--- config.mk ---
export PLATFORM = sky130hd
export DESIGN_NAME = serst_state_reg
export DESIGN_NICKNAME = d
export VERILOG_FILES = /design/src/rtl/serst_pkg.sv /design/src/rtl/serst_cmd_decode.sv /design/src/rtl/serst_evt_gate.sv /design/src/rtl/serst_status_pack.sv /design/src/rtl/serst_state_reg.sv
export SDC_FILE = /design/constraint.sdc
export NUM_CORES = 1
export LEC_CHECK = 0
export CAP_MARGIN = 20
export CORE_AREA = 5 5 42 44
export CTS_CLUSTER_DIAMETER = 40
export DETAILED_ROUTE_END_ITERATION = 12
export DIE_AREA = 0 0 47 49
export DONT_BUFFER_PORTS = 1
export GPL_TIMING_DRIVEN = 1
export PLACE_DENSITY = 0.57
export SLEW_MARGIN = 20
export SYNTH_ARGS = -nofsm -noshare
export SYNTH_HDL_FRONTEND = slang
export SYNTH_SLANG_ARGS = --single-unit
--- constraint.sdc ---
create_clock -name clk -period 0.9 [get_ports clk]
set_input_delay 0.27 -clock clk [delete_from_list [all_inputs] [get_ports clk]]
set_output_delay 0.27 -clock clk [all_outputs]
set_load 0.02 [all_outputs]
--- src/rtl/serst_pkg.sv ---
package serst_pkg;

    localparam int CMD_W     = 16;
    localparam int CTRL_W    = 16;
    localparam int STAT_W    = 16;
    localparam int NUM_ERR   = 6;
    localparam int NUM_STATE = NUM_ERR + 2;

    // Internal state order: 0 enable, 1 master, 2 mode error, 3 tx overflow,
    // 4 rx overflow, 5 abort, 6 tx underflow, 7 rx underflow.
    localparam int CLR_POS  [NUM_STATE] = '{0, 2, 6, 8, 9, 10, 11, 4};
    localparam int SET_POS  [NUM_STATE] = '{1, 3, 7, 12, 13, 14, 15, 5};
    localparam int STAT_POS [NUM_STATE] = '{0, 1, 7, 8, 9, 10, 11, 12};
    // Control-word enable per error flag; -1 means always latched.
    localparam int ENA_POS  [NUM_ERR]   = '{-1, 8, 9, 10, 11, 12};
    localparam int BUSY_POS = 13;

    typedef struct packed {
        logic [NUM_ERR-1:0] err;
        logic               master;
        logic               op_en;
    } state_t;

endpackage

--- src/rtl/serst_cmd_decode.sv ---
module serst_cmd_decode
    import serst_pkg::*;
(
    input  logic                 cmd_wr,
    input  logic [CMD_W-1:0]     cmd_data,
    output logic [NUM_STATE-1:0] sw_set,
    output logic [NUM_STATE-1:0] sw_clr
);
    for (genvar i = 0; i < NUM_STATE; i++) begin : g_bit
        assign sw_set[i] = cmd_wr & cmd_data[SET_POS[i]];
        assign sw_clr[i] = cmd_wr & cmd_data[CLR_POS[i]];
    end
endmodule

--- src/rtl/serst_evt_gate.sv ---
module serst_evt_gate
    import serst_pkg::*;
(
    input  logic [CTRL_W-1:0]    ctrl_word,
    input  logic [NUM_ERR-1:0]   hw_err_evt,
    output logic [NUM_STATE-1:0] hw_set
);
    logic unused_ctrl;
    assign unused_ctrl = ^ctrl_word;

    // Enable and master bits have no hardware set path.
    assign hw_set[1:0] = 2'b00;

    for (genvar e = 0; e < NUM_ERR; e++) begin : g_evt
        if (ENA_POS[e] < 0) begin : g_always
            assign hw_set[e+2] = hw_err_evt[e];
        end else begin : g_gated
            assign hw_set[e+2] = hw_err_evt[e] & ctrl_word[ENA_POS[e]];
        end
    end
endmodule

--- src/rtl/serst_status_pack.sv ---
module serst_status_pack
    import serst_pkg::*;
(
    input  state_t            st,
    input  logic              busy_in,
    output logic [STAT_W-1:0] status_word,
    output logic              err_irq
);
    logic [NUM_STATE-1:0] flat;
    assign flat = st;

    always_comb begin
        status_word = '0;
        for (int i = 0; i < NUM_STATE; i++) begin
            status_word[STAT_POS[i]] = flat[i];
        end
        status_word[BUSY_POS] = busy_in;
    end

    assign err_irq = |st.err;
endmodule

--- src/rtl/serst_state_reg.sv ---
module serst_state_reg
    import serst_pkg::*;
(
    input  logic                clk,
    input  logic                rst_n,
    input  logic                cmd_wr,
    input  logic [CMD_W-1:0]    cmd_data,
    input  logic [CTRL_W-1:0]   ctrl_word,
    input  logic [NUM_ERR-1:0]  hw_err_evt,
    input  logic                busy_in,
    output logic [STAT_W-1:0]   status_word,
    output logic                op_enable,
    output logic                master_sel,
    output logic                err_irq
);
    state_t               state_d, state_q;
    logic [NUM_STATE-1:0] sw_set, sw_clr, hw_set;
    logic [NUM_STATE-1:0] cur_v, nxt_v;

    serst_cmd_decode u_dec (
        .cmd_wr   (cmd_wr),
        .cmd_data (cmd_data),
        .sw_set   (sw_set),
        .sw_clr   (sw_clr)
    );

    serst_evt_gate u_gate (
        .ctrl_word  (ctrl_word),
        .hw_err_evt (hw_err_evt),
        .hw_set     (hw_set)
    );

    // Priority: hardware set, then software clear, then software set.
    always_comb begin
        cur_v = state_q;
        for (int i = 0; i < NUM_STATE; i++) begin
            if (hw_set[i])      nxt_v[i] = 1'b1;
            else if (sw_clr[i]) nxt_v[i] = 1'b0;
            else if (sw_set[i]) nxt_v[i] = 1'b1;
            else                nxt_v[i] = cur_v[i];
        end
        state_d = state_t'(nxt_v);
    end

    always_ff @(posedge clk or negedge rst_n) begin
        if (!rst_n) state_q <= '0;
        else        state_q <= state_d;
    end

    serst_status_pack u_pack (
        .st          (state_q),
        .busy_in     (busy_in),
        .status_word (status_word),
        .err_irq     (err_irq)
    );

    assign op_enable  = state_q.op_en;
    assign master_sel = state_q.master;
endmodule

---- Word-level counts from Yosys, hierarchy flattened ----
Cells that the tools add are included.
word-level totals
  flip-flop bits (word level) ............. 8
  bits of input ports ..................... 42
  word-level logic and storage cells ...... 60
cells by class
  mux-type cells .......................... 22
  bitwise logic cells ..................... 21
  reduce and logical (&&, ||, !) cells .... 9
operators by type and width
  cell                count
  1-bit 2-to-1 mux    22
  1-bit bitwise AND   21
  3-bit nonzero test  6
  6-bit OR reduction  1
  2-bit nonzero test  2

---- Logic depth before layout (Yosys ltp) ----
  word-level depth ........................ 4
  gate-level depth with buffers ........... 3

---- By module ----
A second synthesis with hierarchy kept.
second synthesis, totals
  cells, all modules ...................... 70
  area total of the unflattened synthesis .. 641.9 sq um
modules (own cells, without submodules)
  module             times used  cells each  area an instance (sq um)  sequential area each (sq um)
  serst_state_reg    1           24          320.3                     200.2
  serst_status_pack  1           20          137.6                     0.0
  serst_cmd_decode   1           17          126.4                     0.0
  serst_evt_gate     1           9           57.6                      0.0

---- Worst setup path after synthesis ----
Ideal clock, no wire load.
  path kind ............................... flip-flop to output port
  start ................................... register state_q (netlist bit cur_v[5])
  end ..................................... output err_irq
  data arrival time ....................... 900 ps
  data required time ...................... 630 ps
  path slack .............................. -270 ps
  cell stages (with the launch flop) ...... 3
  path buffers ............................ 0
  cell sequence ........................... dfrtp_1 > nor4_1 > nand2_1
between the ends
  cells in the longest elaborated chain, start to end .. 1
RTL lines
  item                    RTL line                 RTL
  start, declared         serst_state_reg.sv:16    state_t state_d, state_q;
  start signal, assigned  serst_state_reg.sv:47    else state_q <= state_d;
  6-bit OR reduction      serst_status_pack.sv:20  assign err_irq = |st.err;
  end, declared           serst_state_reg.sv:14    output logic err_irq
Every way passes these cells.

---- Worst setup path in the final report ----
  start ................................... register state_q (netlist bit cur_v[6])
  end ..................................... output err_irq
Same word-level chain as after synthesis.

==> results.py <==
metrics = {
    "run_status": {
        "outcome": "finished with violations",
        "violations": "setup timing",
    },
    "logic_synthesis": {
        "netlist_instances": 50,
        "yosysWarningCount": 0,
        "seq_area_frac_synth_pct": 44.20,
        "synthesis.area_um2": 452.9,
        "ys_ff_latch": 8,
        "ys_types": 13,
        "syn_area_per_cell_um2": 9.059,
    },
    "cells_and_area": {
        "nets": 102,
        "final.fill_count": 147,
        "antennaDiodeCount": 0,
        "layout-drive-gt1-share_pct": 50.85,
        "finalInstanceArea_um2": 585.6,
        "areaGrowthSynthToFinish_pct": 29.28,
        "final_cell_mix": "conb_1, buf_6, a21oi_1",
    },
    "route": {
        "drt_first_pass_iters": 2,
        "wirelength_um": 1155,
        "vias": 357,
        "drc": 0,
        "routedWlPerCell_um": 15.40,
        "final_antenna_net_count": 0,
        "avgViaCountPerCell": 4.760,
        "drt_iter0_markers": 1,
    },
    "setup_path": {
        "reg2reg_depth": 5,
        "crit_buf_inv": 0,
        "crit_chain": "nor4_4, nand2_2",
        "worstReg2RegEnd": "cur_v[6]",
        "slowest_stage": "dfrtp_1",
        "endpoint": "err_irq",
        "cp.arrival_ns": 1.12,
        "worstSetupPathType": "flip-flop to primary output",
        "cp-startpoint": "cur_v[6]",
        "worstPathRequired_ns": 0.63,
        "crit_path_end_kind": "primary output",
        "worstReg2RegStart": "cur_v[6]",
        "critPathLaunchType": "flip-flop",
        "path_delay_family": "simple AND/OR/NAND/NOR gates",
        "r2r_slack_ns": -0.15,
        "worst_path_largest_cell_delay_ns": 0.40,
        "cp.depth": 2,
        "crit_fanout": 2,
    },
    "placement": {
        "hpwl_um": 887.5,
        "gp_congestion": 0.6095,
        "portBuffers": 0,
        "placed_area_um2": 457.9,
    },
    "timing": {
        "finalClockSkew_ns": 0,
        "period_share_pct": 154.2,
        "fin_ws_ns": -0.4879,
        "finalHoldViolCount": 0,
        "slew_violations": 0,
        "setup_tns_ns": -2.566,
        "holdWs_ns": 0.1015,
        "fmax_mhz": 720.5,
        "setup_viol": 13,
        "min_period_ns": 1.388,
        "grt_setup_unrepaired": "yes",
    },
    "floorplanning": {
        "rows": 14,
        "core_um2": 1401,
        "initial_utilization_pct": 32.32,
        "die_area_um2": 2303,
        "pin_count": 61,
        "die_w_um": 47,
        "die_h_um": 49,
    },
    "clocking": {
        "clock_sinks": 8,
        "cts_made_buffers": 3,
        "clock_latency_ns": 0.25,
        "clk_pin_slew_worst_paths_ns": 0.06,
        "max-clock-path-buffers": 2,
        "cts_tree": "built",
        "htree_levels": 1,
        "cts_root_buf": "clkbuf_4",
    },
    "grt": {
        "antenna_found_initial": 0,
        "grt_remaining_overflow": 0,
        "grt_max_degree": 17,
        "track_usage_pct": 9.943,
        "grt_pass1_vias": 361,
        "grt_pass1_wl_um": 1587,
    },
    "min_path": {
        "min_path_type": "input port to flip-flop",
    },
    "power_and_ir_drop": {
        "p_leak_nw": 0.2439,
        "p_per_area_nw_per_um2": 1710,
        "peakVddDrop_uv": 928.6,
    },
    "job": {
        "maxCapViolCount": 0,
    },
}
## flip-flops by register name (all words and copies together), names as in the netlist
| name | count |
|---|---|
| master_sel | 1 |
| cur_v | 6 |
| op_enable | 1 |
## cells by family after synthesis
family | share of synthesized area [%]
buffers and inverters | 19.06
and+or+nand+nor | 16.85
DFF | 44.20
AOI/OAI and AO/OA | 19.06
other | 0.8279
## per-layer routing
| metal | track usage (%) | routed length [µm] | vias up |
|---|---|---|---|
| met1 | 9.932 | 387 | 160 |
| met4 | 4.147 | 0 | 0 |
| li1 | - | - | 167 |
| met5 | 0 | 0 | - |
| met3 | 7.749 | 198 | 0 |
| met2 | 14.93 | 569 | 30 |
## Yosys cell counts (all sizes together)
cell,n,area share (%)
nor2,1,0.83
o21ai,5,5.5
buf,11,19
nand2,7,6.4
nor4,1,1.4
dfrtp,8,44
a21o,2,3.6
conb,1,0.83
and2,5,8.3
a21oi,9,9.9
## power by group
| part | internal (W) | switching [W] |
|---|---|---|
| clock network | 0.000170 | 0.000128 |
| logic | 0.000115 | 0.000123 |
| registers | 0.000401 | 0.0000649 |
## worst min path at each step
stage	start	to	slack, ns	cells after the start
global route	cmd_wr	op_enable	0.08	1
detailed placement	rst_n	master_sel	-0.03	0
global placement	rst_n	master_sel	-0.03	0
CTS	cmd_wr	op_enable	0.09	1
finish	cmd_data[0]	op_enable	0.10	1
floorplan	rst_n	cur_v[2]	-0.03	0
## through the flow
| stage | util (%) | power, W | setup slack (ns) | cells |
|---|---|---|---|---|
| after floorplan | - | 0.0006230 | -0.2513 | 56 |
| after CTS | 39.38 | 0.0009928 | -0.4845 | 73 |
| after global routing | 41.79 | 0.001072 | -0.5525 | 75 |
| after global placement | 32.68 | 0.0006250 | -0.2248 | 67 |
| after detailed placement | 32.68 | 0.0006281 | -0.2747 | 67 |
| final | 41.79 | 0.001001 | -0.4879 | 75 |
## layout make-up
class                   count  area, µm²  share of cell area [%]
well taps                  16      20.02                   3.419
multi-input cells          37      229.0                   39.10
clock buffers               4      26.28                   4.487
repair buffers             10      103.9                   17.74
flip-flops and latches      8      206.4                   35.26
## what timing repair did
| action | in CTS | in global routing |
|---|---|---|
| setup buffers | 1 | 2 |
| gates resized for setup | 13 | 4 |
| endpoints found under the setup margin | 12 | 14 |
| hold endpoints to repair | 8 | 0 |
| pin swaps | 2 | 2 |
| hold buffers | 1 | 0 |
| cloned | 0 | 0 |
Note: power is estimated with default switching activity, not from simulation.
